File: config.mk
export PLATFORM = sky130hd
export DESIGN_NAME = dbg_mode_ctrl
export DESIGN_NICKNAME = d
export VERILOG_FILES = /design/src/rtl/dbg_ctrl_pkg.sv /design/src/rtl/dbg_entry_arb.sv /design/src/rtl/dbg_mode_regs.sv /design/src/rtl/dbg_mode_ctrl.sv
export SDC_FILE = /design/constraint.sdc
export NUM_CORES = 1
export LEC_CHECK = 0
export ABC_AREA = 1
export BUFFER_PORTS_ARGS = -buffer_cell sky130_fd_sc_hd__buf_4
export CORE_ASPECT_RATIO = 1.5
export CORE_MARGIN = 2
export CORE_UTILIZATION = 38
export CTS_CLUSTER_SIZE = 12
export DETAILED_ROUTE_END_ITERATION = 12
export GPL_ROUTABILITY_DRIVEN = 0
export PLACE_DENSITY = 0.73
export SYNTH_ARGS = -nofsm -noshare
export SYNTH_HDL_FRONTEND = slang
export SYNTH_SLANG_ARGS = --single-unit
File: constraint.sdc
create_clock -name clk_i -period 1.6 [get_ports clk_i]
set_input_delay 0 -clock clk_i [delete_from_list [all_inputs] [get_ports clk_i]]
set_output_delay 0 -clock clk_i [all_outputs]
set_load 0.03 [all_outputs]
File: src/rtl/dbg_ctrl_pkg.sv
package dbg_ctrl_pkg;
   // Cause codes follow the standard debug encoding; the core's CSR file decodes them.
   typedef enum logic [2:0] {
      CAUSE_NONE    = 3'd0,
      CAUSE_EBREAK  = 3'd1,
      CAUSE_HALTREQ = 3'd3,
      CAUSE_STEP    = 3'd4
   } dbg_cause_e;

   localparam logic [1:0] PRIV_MACHINE = 2'b11;
   localparam logic [1:0] PRIV_USER    = 2'b00;
endpackage

File: src/rtl/dbg_entry_arb.sv
module dbg_entry_arb
   import dbg_ctrl_pkg::*;
#(
   parameter int unsigned      PC_W       = 32,
   parameter logic [PC_W-1:0] ENTRY_ADDR = '0,
   parameter logic [PC_W-1:0] EXC_ADDR   = '0
) (
   input  logic            debug_q,
   input  logic            sleep_q,
   input  logic            step_armed_q,
   input  logic [PC_W-1:0] dpc_q,
   input  logic            ext_req_i,
   input  logic            ebreak_i,
   input  logic            dret_i,
   input  logic            wfi_i,
   input  logic            retire_i,
   input  logic            exc_i,
   input  logic            irq_pending_i,
   input  logic [1:0]      priv_i,
   input  logic            ebrk_m_en_i,
   input  logic            ebrk_u_en_i,
   input  logic [PC_W-1:0] pc_cur_i,
   input  logic [PC_W-1:0] pc_next_i,
   output logic            enter_o,
   output dbg_cause_e      cause_o,
   output logic [PC_W-1:0] entry_pc_o,
   output logic            ret_o,
   output logic            brk_exc_o,
   output logic            illegal_o,
   output logic            kill_wb_o,
   output logic            flush_o,
   output logic [PC_W-1:0] redirect_pc_o,
   output logic            go_sleep_o,
   output logic            wake_o,
   output logic            irq_take_o
);
   logic outside, brk_routed, brk_go, req_go, step_go;
   logic in_exc, in_rebrk;

   always_comb begin
      outside    = !debug_q;
      brk_routed = ((priv_i == PRIV_MACHINE) && ebrk_m_en_i) ||
                   ((priv_i == PRIV_USER)    && ebrk_u_en_i);
      brk_go     = outside && ebreak_i && brk_routed;
      req_go     = outside && ext_req_i;
      step_go    = outside && step_armed_q && (retire_i || exc_i);
      enter_o    = brk_go || req_go || step_go;

      // Priority: breakpoint, then halt request, then step.
      if (brk_go) begin
         cause_o    = CAUSE_EBREAK;
         entry_pc_o = pc_cur_i;
      end else if (req_go) begin
         cause_o    = CAUSE_HALTREQ;
         entry_pc_o = pc_next_i;
      end else begin
         cause_o    = CAUSE_STEP;
         entry_pc_o = pc_next_i;
      end

      brk_exc_o  = outside && ebreak_i && !brk_routed && !enter_o;
      illegal_o  = outside && dret_i && !enter_o;

      in_exc     = debug_q && exc_i;
      ret_o      = debug_q && dret_i && !exc_i;
      in_rebrk   = debug_q && ebreak_i && !exc_i && !dret_i;
      kill_wb_o  = in_exc;

      flush_o    = enter_o || in_exc || ret_o || in_rebrk;
      if (enter_o || in_rebrk) redirect_pc_o = ENTRY_ADDR;
      else if (in_exc)         redirect_pc_o = EXC_ADDR;
      else if (ret_o)          redirect_pc_o = dpc_q;
      else                     redirect_pc_o = '0;

      irq_take_o = outside && irq_pending_i && !enter_o;
      go_sleep_o = outside && wfi_i && !enter_o;
      wake_o     = sleep_q && (enter_o || irq_take_o);
   end
endmodule

File: src/rtl/dbg_mode_regs.sv
module dbg_mode_regs
   import dbg_ctrl_pkg::*;
#(
   parameter int unsigned PC_W         = 32,
   parameter bit          STEP_SUPPORT = 1'b1
) (
   input  logic            clk_i,
   input  logic            rst_ni,
   input  logic            enter_i,
   input  dbg_cause_e      cause_i,
   input  logic [PC_W-1:0] entry_pc_i,
   input  logic            ret_i,
   input  logic            step_en_i,
   input  logic            go_sleep_i,
   input  logic            wake_i,
   output logic            debug_q,
   output logic            sleep_q,
   output logic            step_armed_q,
   output logic [PC_W-1:0] dpc_q,
   output dbg_cause_e      cause_q
);
   always_ff @(posedge clk_i or negedge rst_ni) begin
      if (!rst_ni) begin
         debug_q <= 1'b0;
         dpc_q   <= '0;
         cause_q <= CAUSE_NONE;
      end else if (enter_i) begin
         debug_q <= 1'b1;
         dpc_q   <= entry_pc_i;
         cause_q <= cause_i;
      end else if (ret_i) begin
         debug_q <= 1'b0;
      end
   end

   always_ff @(posedge clk_i or negedge rst_ni) begin
      if (!rst_ni)         sleep_q <= 1'b0;
      else if (wake_i)     sleep_q <= 1'b0;
      else if (go_sleep_i) sleep_q <= 1'b1;
   end

   generate
      if (STEP_SUPPORT) begin : g_step
         always_ff @(posedge clk_i or negedge rst_ni) begin
            if (!rst_ni)      step_armed_q <= 1'b0;
            else if (enter_i) step_armed_q <= 1'b0;
            else if (ret_i)   step_armed_q <= step_en_i;
         end
      end else begin : g_no_step
         assign step_armed_q = 1'b0;
      end
   endgenerate

   // an entry pulse lands the core in debug mode with the captured PC.
   assert_enter_sets_mode_R2: assert property (@(posedge clk_i) disable iff (!rst_ni)
      enter_i |=> debug_q && (dpc_q == $past(entry_pc_i)));
   // a debug return leaves debug mode on the next cycle.
   assert_ret_leaves_R12: assert property (@(posedge clk_i) disable iff (!rst_ni)
      ret_i |=> !debug_q);
   // the core never sleeps while in debug mode.
   assert_sleep_excl_R6: assert property (@(posedge clk_i) disable iff (!rst_ni)
      sleep_q |-> !debug_q);
   // saved PC and cause hold throughout debug mode.
   assert_dpc_hold_R8: assert property (@(posedge clk_i) disable iff (!rst_ni)
      debug_q |=> $stable(dpc_q) && $stable(cause_q));
endmodule

File: src/rtl/dbg_mode_ctrl.sv
module dbg_mode_ctrl
   import dbg_ctrl_pkg::*;
#(
   parameter int unsigned      PC_W         = 32,
   parameter logic [PC_W-1:0] ENTRY_ADDR   = 'h800,
   parameter logic [PC_W-1:0] EXC_ADDR     = 'h808,
   parameter bit               STEP_SUPPORT = 1'b1
) (
   input  logic            clk_i,
   input  logic            rst_ni,
   input  logic            ext_req_i,
   input  logic            ebreak_i,
   input  logic            dret_i,
   input  logic            wfi_i,
   input  logic            retire_i,
   input  logic            exc_i,
   input  logic            irq_pending_i,
   input  logic [1:0]      priv_i,
   input  logic            step_en_i,
   input  logic            ebrk_m_en_i,
   input  logic            ebrk_u_en_i,
   input  logic [PC_W-1:0] pc_cur_i,
   input  logic [PC_W-1:0] pc_next_i,
   output logic            debug_mode_o,
   output logic            enter_o,
   output logic [2:0]      cause_o,
   output logic [PC_W-1:0] dpc_o,
   output logic            irq_take_o,
   output logic            flush_o,
   output logic [PC_W-1:0] redirect_pc_o,
   output logic            brk_exc_o,
   output logic            illegal_o,
   output logic            kill_wb_o,
   output logic            sleep_o
);
   localparam int unsigned ALIGN_MASK_W = 1;

   generate
      if (PC_W < 8) begin : g_bad_width
         $error("dbg_mode_ctrl: PC_W must be at least 8");
      end
      if ((ENTRY_ADDR[ALIGN_MASK_W-1:0] != '0) || (EXC_ADDR[ALIGN_MASK_W-1:0] != '0)) begin : g_bad_align
         $error("dbg_mode_ctrl: debug addresses must be halfword aligned");
      end
   endgenerate

   logic            debug_q, sleep_q, step_armed_q;
   logic [PC_W-1:0] dpc_q, entry_pc;
   dbg_cause_e      cause_q, cause_new;
   logic            ret, go_sleep, wake;

   dbg_entry_arb #(.PC_W(PC_W), .ENTRY_ADDR(ENTRY_ADDR), .EXC_ADDR(EXC_ADDR)) arb_i (
      .debug_q       (debug_q),
      .sleep_q       (sleep_q),
      .step_armed_q  (step_armed_q),
      .dpc_q         (dpc_q),
      .ext_req_i     (ext_req_i),
      .ebreak_i      (ebreak_i),
      .dret_i        (dret_i),
      .wfi_i         (wfi_i),
      .retire_i      (retire_i),
      .exc_i         (exc_i),
      .irq_pending_i (irq_pending_i),
      .priv_i        (priv_i),
      .ebrk_m_en_i   (ebrk_m_en_i),
      .ebrk_u_en_i   (ebrk_u_en_i),
      .pc_cur_i      (pc_cur_i),
      .pc_next_i     (pc_next_i),
      .enter_o       (enter_o),
      .cause_o       (cause_new),
      .entry_pc_o    (entry_pc),
      .ret_o         (ret),
      .brk_exc_o     (brk_exc_o),
      .illegal_o     (illegal_o),
      .kill_wb_o     (kill_wb_o),
      .flush_o       (flush_o),
      .redirect_pc_o (redirect_pc_o),
      .go_sleep_o    (go_sleep),
      .wake_o        (wake),
      .irq_take_o    (irq_take_o)
   );

   dbg_mode_regs #(.PC_W(PC_W), .STEP_SUPPORT(STEP_SUPPORT)) regs_i (
      .clk_i        (clk_i),
      .rst_ni       (rst_ni),
      .enter_i      (enter_o),
      .cause_i      (cause_new),
      .entry_pc_i   (entry_pc),
      .ret_i        (ret),
      .step_en_i    (step_en_i),
      .go_sleep_i   (go_sleep),
      .wake_i       (wake),
      .debug_q      (debug_q),
      .sleep_q      (sleep_q),
      .step_armed_q (step_armed_q),
      .dpc_q        (dpc_q),
      .cause_q      (cause_q)
   );

   assign debug_mode_o = debug_q;
   assign cause_o      = cause_q;
   assign dpc_o        = dpc_q;
   assign sleep_o      = sleep_q;

   // interrupts are never taken while debug code runs.
   assert_irq_masked_R7: assert property (@(posedge clk_i) disable iff (!rst_ni)
      debug_mode_o |-> !irq_take_o);
   // a stray debug return outside debug mode changes nothing.
   assert_dret_inert_R9: assert property (@(posedge clk_i) disable iff (!rst_ni)
      (!debug_mode_o && dret_i && !enter_o) |=> !debug_mode_o && $stable(dpc_o));
endmodule

; Word-level counts from Yosys, hierarchy flattened
; Index checks and enable logic that the tools add are counted.
[op_classes]
reduce_logical = 39
n_mux = 12
div = 0
add_sub_neg = 0
order_cmp = 0
eq_ne = 1
n_shift = 0
mul = 0
bitwise_logic = 0
[ops]
columns = operator, count
row1 = two-way mux 32 bit, 4
row2 = logical AND 1 bit, 22
row3 = logical OR 1 bit, 9
row4 = two-way mux 1 bit, 6
row5 = two-way mux 3 bit, 2
row6 = zero test 1 bit, 5
row7 = nonzero test 2 bit, 2
row8 = equality test 2 bit (second input constant), 1
row9 = zero test 2 bit, 1
[word_totals]
out_inout_bits = 75
mem_bits_ro = 0
ram_bits = 0
elab_cells = 57
ff_bits = 38
latchBits = 0
n_memories = 0

; Depth between registers and ports, before layout
; Gate-level depths: netlist of run 1.
[logic_depth]
ltp_word = 11
ltp_mapped = 9
depth_no_buf = 8

; Cells and area by module
; From an unflattened synthesis of run 1, not the netlist that was laid out.
[hier_totals]
hier_cells = 370
area_unflattened_um2 = 2404.8
[by_module_without_submodules]
columns = module, cells_per_inst, area_each_um2, n_inst
row1 = dbg_mode_regs, 159, 1481.4, 1
row2 = dbg_entry_arb, 211, 923.4, 1

; Worst setup path after synthesis of run 1
; OpenSTA, ideal clock, no wires.
[synth_path]
kind = register to output
startpoint = register regs_i.debug_q
endpoint = output redirect_pc_o[0]
slack_ns = -0.069
t_required_ns = 1.600
t_arrival_ns = 1.669
stages_incl_launch_ff = 6
cell_sequence = dfrtp_1 -> inv_2 -> nor3_4 -> inv_2 -> buf_6 -> nor2_1
[synth_via]
elab_chain_cells = 7
elab_cells_between_ends = 18
[synth_lines]
columns = element, line_no
row1 = "start, declared", dbg_mode_regs.sv:16  ; output logic debug_q,
row2 = "start signal, assigned", dbg_mode_regs.sv:24  ; debug_q <= 1'b0;
row3 = "start signal, assigned", dbg_mode_regs.sv:28  ; debug_q <= 1'b1;
row4 = "start signal, assigned", dbg_mode_regs.sv:32  ; debug_q <= 1'b0;
row5 = zero test 1 bit, dbg_entry_arb.sv:41  ; outside = !debug_q;
row6 = logical AND 1 bit (2 in series), dbg_entry_arb.sv:44  ; brk_go = outside && ebreak_i && brk_routed;
row7 = logical OR 1 bit (2 in series), dbg_entry_arb.sv:47  ; enter_o = brk_go || req_go || step_go;
row8 = logical OR 1 bit, dbg_entry_arb.sv:70  ; if (enter_o || in_rebrk) redirect_pc_o = ENTRY_ADDR;
row9 = two-way mux 32 bit (*), dbg_entry_arb.sv:70
row10 = "end, declared", dbg_mode_ctrl.sv:30  ; output logic [PC_W-1:0] redirect_pc_o,
; Mark *: on every way between the ends. The rest lies on a longest branch, timed or not.

; Worst setup path after layout of run 1
[layout_path]
startpoint = register regs_i.debug_q
endpoint = output redirect_pc_o[31]
; The elaborated chain is that of the path after synthesis.

==> impl_metrics.yaml, run 1 <==
logic_synthesis:
  synth_seq_cells: 38
  syn_nets: 420
  yosys_warnings: 0
  synthTopCellsByArea: "dfrtp_1 (40%), nand2_1 (24%), nand4_1 (17%)"
  yosysTopAreaCell: "dfrtp_1"
  yosysMostFrequentCell: "nand2_1"
  yosysSeqAreaShare_pct: 40.2
  synthCells: 342
  synth.top_cell.area_share_pct: 40.2
  synth_common_cells: "nand2_1 (149), nand4_1 (64), dfrtp_1 (38), nor2_1 (38)"
  avgSynthCellArea_um2: 6.92
  synth_ff_type: "dfrtp_1"
  synthArstFlopShare_pct: 100
  synth_edf_count: 0
  netlist_area_um2: 2370
  yosys.cell_types.count: 17
final_layout:
  area_growth_pct: 71.1
  final_nets: 595
  drive_above_1_share_pct: 36.9
  postLayoutCellArea_um2: 4050
  antenna_cells: 0
  nFillCells: 534
power_and_ir_drop:
  leakage_uw: 0.00226
  ir_worst_vdd_mv: 0.845
  power.density_nw_per_um2: 1650
  power.total_uw: 6700
floorplan:
  coreArea_um2: 6090
  dieArea_um2: 6890
  initial_core_util_pct: 38.9
  dieWidth_um: 68.4
  die_y_um: 101
  ioPinCount: 153
  std_cell_rows: 35
placement:
  hpwl_um: 6070
  placed_area_um2: 3600
  portBuffers: 152
setup_path:
  r2r_end: "regs_i.dpc_q[26]"
  cp-start-kind: "flip-flop"
  critPathMaxFanout: 24
  worst-r2r-setup-slack_ns: 0.18
  arrival_ns: 1.60
  reg2reg_from: "regs_i.debug_q"
  crit_end: "redirect_pc_o[31]"
  cp-end-kind: "primary output"
  cp-startpoint: "regs_i.debug_q"
  cp.required_ns: 1.60
  path_class: "reg -> out"
  reg2reg_depth: 8
cts:
  clk_latency_ns: 0.29
  cts_buffers: 5
  clock-root-buffer: "clkbuf_8"
  clock_path_buffers: 2
  cts_max_level: 2
  path_clk_slew_ns: 0.07
  clock-sinks: 38
  cts_tree: "built"
global_routing:
  grt_pass1_wl_um: 13600
  grt_pass1_vias: 2868
  antenna_found_initial: 0
  grt_max_degree: 39
  grt_overflow: 0
  grt_usage_pct: 26.1
timing:
  hold_viol: 0
  timing.fmax_mhz: 626
  post-route-period-util_pct: 99.8
  slew_headroom_pct: 66.1
  worst_hold_slack_ns: 0.00294
  fin_skew_ns: 0.00644
  drv_slew: 0
  min_period_ns: 1.60
  rsz0062_at_grt: "yes"
  tightest_slew_ns: 0.508
  setup_viol: 0
run:
  maxCapViolations: 0
routing:
  wl_per_cell_um: 15.0
  firstDrtPassIters: 4
  num_vias: 3060
  drt_wl_total_um: 8890
  drc: 0
  vias_per_cell: 5.17
  ant_nets: 0
  drt-initial-drc-count: 169
min_path:
  holdCritPathClass: "in -> reg"
  worstHoldStart: "pc_next_i[28]"
status:
  status: "finished clean"
==> logic make-up (layout without fill, tap and decap cells) <==
logic type | count (synthesis) | after routing | synth area share [%]
AO/OA/AOI/OAI | 6 | 6 | 1.37
flip-flops | 38 | 38 | 40.2
buffers and inverters | 40 | 216 | 9.14
AND/OR/NAND/NOR | 258 | 258 | 49.3
==> critical path: stages (launching register included) <==
cell and delay [ns]:
dfrtp_2 0.45, nor2_4 0.16, nand3_4 0.15, buf_8 0.20, nand4_1 0.13, nor2_2 0.06, buf_4 0.16
==> power by group <==
part | switching [uW] | internal, uW
combinational | 2640 | 1570
clock | 330 | 467
sequential | 286 | 1410
==> state kept, by name, indices dropped and copies added (netlist names) <==
signal / cells
regs_i.sleep_q: 1
regs_i.debug_q: 1
regs_i.cause_q: 3
regs_i.step_armed_q: 1
regs_i.dpc_q: 32
==> area by class of cell <==
cell class | instances | area [um2] | area share [%]
multi-input cells | 264 | 1230 | 30.5
flip-flops and latches | 38 | 952 | 23.5
well taps | 74 | 92.6 | 2.29
clock buffers | 7 | 76.3 | 1.88
inverters | 11 | 46.3 | 1.14
clock inverters | 1 | 30.0 | 0.741
repair buffers | 197 | 1620 | 40.0
==> per-layer routing <==
layer / up-vias / wire [um] / GRT usage, %
li1: 1492 / - / -
met1: 1407 / 3320 / 29.2
met2: 146 / 4900 / 48.4
met3: 15 / 511 / 3.80
met4: 0 / 167 / 8.46
met5: - / 0 / 0
==> how the worst min path moves through the flow <==
stage / depth (start not counted) / to
final: 5 / regs_i.dpc_q[28]
after global routing: 5 / regs_i.dpc_q[28]
after CTS: 5 / regs_i.dpc_q[9]
after detailed placement: 1 / regs_i.dpc_q[28]
after global placement: 1 / regs_i.dpc_q[26]
after floorplan: 0 / regs_i.cause_q[0]
==> placed cells by master (no fill, tap or decap), drive strengths merged <==
master / synthesis / layout
dlygate4sd3: 0 / 26
o21ai: 1 / 1
bufinv: 0 / 1
inv: 11 / 11
nand3: 3 / 3
o21a: 1 / 1
dfrtp: 38 / 38
clkbuf: 11 / 7
nand4: 64 / 64
buf: 18 / 171
nor2: 39 / 39
nor3: 1 / 1
nand2: 151 / 151
a21oi: 4 / 4
==> through the flow <==
step	util [%]	TNS (ns)	std cells	setup slack (ns)
5_1_grt	66.6	-1.40	592	-0.0669
4_1_cts	65.6	0	590	0.00434
3_5_place_dp	59.1	0	556	0.212
2_1_floorplan	-	-2.07	342	-0.0689
3_3_place_gp	59.1	0	556	0.239
6_report	66.6	0	592	0.00273
==> repair_timing <==
item,CTS,global route
endpoints found under the setup margin,25,35
setup buffers,0,2
hold buffers,26,0
pin swaps,0,2
hold endpoints to repair,63,0
cloned,0,0
resized for setup,8,12
(Power assumes the default switching activity.)
==> run 2, diff against run 1 <==
--- a/config.mk
+++ b/config.mk
@@ -6,14 +6,14 @@
 export NUM_CORES = 1
 export LEC_CHECK = 0
 export ABC_AREA = 1
-export BUFFER_PORTS_ARGS = -buffer_cell sky130_fd_sc_hd__buf_4
-export CORE_ASPECT_RATIO = 1.5
+export BUFFER_PORTS_ARGS = -buffer_cell sky130_fd_sc_hd__clkbuf_2
 export CORE_MARGIN = 2
 export CORE_UTILIZATION = 38
 export CTS_CLUSTER_SIZE = 12
 export DETAILED_ROUTE_END_ITERATION = 12
 export GPL_ROUTABILITY_DRIVEN = 0
 export PLACE_DENSITY = 0.73
+export SLEW_MARGIN = 0
 export SYNTH_ARGS = -nofsm -noshare
 export SYNTH_HDL_FRONTEND = slang
 export SYNTH_SLANG_ARGS = --single-unit
==> impl_metrics.yaml, run 2 (synthesis results as in run 1) <==
routing:
  drt-initial-drc-count: 212
  drc: 0
  wl_per_cell_um: 15.0
  vias_per_cell: 5.17
  firstDrtPassIters: 4
  drt_wl_total_um: 8870
  num_vias: 3054
  ant_nets: 0
floorplan:
  coreArea_um2: 5960
  initial_core_util_pct: 39.7
  ioPinCount: 153
  std_cell_rows: 28
  dieWidth_um: 82.9
  dieArea_um2: 6880
  die_y_um: 82.9
global_routing:
  grt_usage_pct: 24.4
  grt_pass1_vias: 2998
  grt_overflow: 0
  grt_max_degree: 34
  antenna_found_initial: 0
  grt_pass1_wl_um: 14000
setup_path:
  r2r_end: "regs_i.dpc_q[17]"
  cp.required_ns: 1.60
  reg2reg_depth: 10
  arrival_ns: 1.62
  critical_path.max_stage_delay_ns: 0.46
  cp-end-kind: "primary output"
  cp-start-kind: "flip-flop"
  worst_path_max_delay_cell: "dfrtp_2"
  critPathMaxFanout: 17
  cp_common_cell: "nand3_4"
  crit_path_cell_trace: "nor2_4 -> nand3_4 -> buf_12 -> nand3_4 -> inv_2 -> nand2_1 -> inv_1 -> clkbuf_8"
  path_class: "reg -> out"
  worst-r2r-setup-slack_ns: 0.03
  reg2reg_from: "regs_i.debug_q"
final_layout:
  top_register: "regs_i.dpc_q"
  layout_commonest_cell: "nand2_1"
  final_nets: 594
  drive_above_1_share_pct: 39.3
  area_growth_pct: 62.7
  top_regs: "regs_i.dpc_q: 32 flops, regs_i.cause_q: 3 flops"
  multi_input_area_um2: 1260
  final_cells: 591
  largest_register_ff_count: 32
  nFillCells: 523
  regArea_um2: 952
  antenna_cells: 0
  final_cell_mix: "nand2_1 (148), clkbuf_2 (117), nand4_1 (64)"
cts:
  cts_buffers: 5
  path_clk_slew_ns: 0.07
  cts_tree: "built"
  clk_latency_ns: 0.28
  clock-sinks: 38
  cts_max_level: 2
  clock-root-buffer: "clkbuf_8"
  clock_path_buffers: 2
power_and_ir_drop:
  pwr-share-clk_pct: 9.5
  leakage_uw: 0.00220
  power.density_nw_per_um2: 1690
  combPwrFrac_pct: 64.5
  p_switching_uw: 3330
  p_int_uw: 3180
  ir_worst_vdd_mv: 0.914
  power.share.switching_pct: 51.1
  p_seq_share_pct: 26.1
timing:
  fin_skew_ns: 0.00452
  timing.fmax_mhz: 616
  post-route-period-util_pct: 101
  setup_viol: 4
  drv_slew: 0
  hold_viol: 0
  min_period_ns: 1.62
  worst_hold_slack_ns: 0.00524
  slew_headroom_pct: 62.2
  worst_slack_ns: -0.0226
  rsz0062_at_grt: "yes"
  tightest_slew_ns: 0.568
placement:
  portBuffers: 152
  placedCellCount: 556
  hpwl_um: 5600
min_path:
  min_to: "regs_i.dpc_q[30]"
  holdCritPathClass: "in -> reg"
  hold_depth: 5
  worstHoldStart: "pc_next_i[30]"
status:
  violations: "setup timing"
  status: "finished with violations"
run:
  maxCapViolations: 0
-- run 2: cell types whose count changed in the layout (fill, tap and decap cells not counted), sizes merged --
| cell | before | now |
|---|---|---|
| bufbuf | 0 | 1 |
| dlygate4sd3 | 26 | 14 |
| clkbuf | 7 | 128 |
| buf | 171 | 58 |
| inv | 11 | 12 |
-- run 2: what timing repair did --
item | 4_1_cts | 5_1_grt
hold endpoints to repair | 34 | 0
resized for setup | 24 | 102
gates cloned | 2 | 3
hold buffers | 14 | 0
setup endpoints to repair | 36 | 36
pin swaps | 2 | 2
setup buffers | 2 | 7
-- run 2: how the worst max path moves through the flow --
stage                         from                 to  slack, ns  cells past startpoint
floorplan           regs_i.debug_q   redirect_pc_o[0]      -0.07                      5
global placement    regs_i.debug_q            enter_o       0.14                      6
detailed placement  regs_i.debug_q          illegal_o       0.09                      7
CTS                 regs_i.debug_q  redirect_pc_o[14]      -0.04                      6
global route        regs_i.debug_q          brk_exc_o      -0.09                      8
finish              regs_i.debug_q          brk_exc_o      -0.02                      8
-- run 2: area by class of cell --
type                       instances  share of cell area, %
sequential                        38                   24.7
tap                               75                   2.44
inverter                          11                   1.82
timing repair inverter             2                  0.455
clock buffer                       7                   1.98
timing repair buffer             194                   35.8
multi-input combinational        264                   32.8
-- run 2: worst max-delay path, delay by kind of cell (launching register included) --
| family | cells | cell delay, ns |
|---|---|---|
| buf+inv | 4 | 0.45 |
| flops | 1 | 0.46 |
| simple gates | 4 | 0.42 |
-- run 2: through the flow --
step | setup TNS [ns] | area [um2] | util (%) | power (uW) | worst slack [ns]
global placement | 0 | 3210 | 53.9 | 5260 | 0.141
floorplan | -2.07 | 2370 | - | 4190 | -0.0689
global route | -1.40 | 3850 | 64.7 | 6930 | -0.0924
detailed placement | 0 | 3210 | 53.9 | 5300 | 0.0915
finish | -0.0399 | 3850 | 64.7 | 6500 | -0.0226
CTS | -0.0753 | 3590 | 60.3 | 6200 | -0.0351
-- run 2: power by group through the flow --
stage,Clock (uW),Combinational [uW],Sequential (uW)
after CTS,623,3890,1690
final,617,4190,1690
after detailed placement,0,3590,1710
after floorplan,0,1660,2540
after global routing,684,4500,1750
after global placement,0,3560,1700
-- run 2: metal layers --
metal / share of wire [%] / vias up / track usage (%)
li1: - / 1484 / -
met3: 6.5 / 17 / 3.08
met2: 52 / 144 / 42.8
met5: 0 / - / 0
met4: 1.9 / 0 / 9.39
met1: 39 / 1409 / 30.4
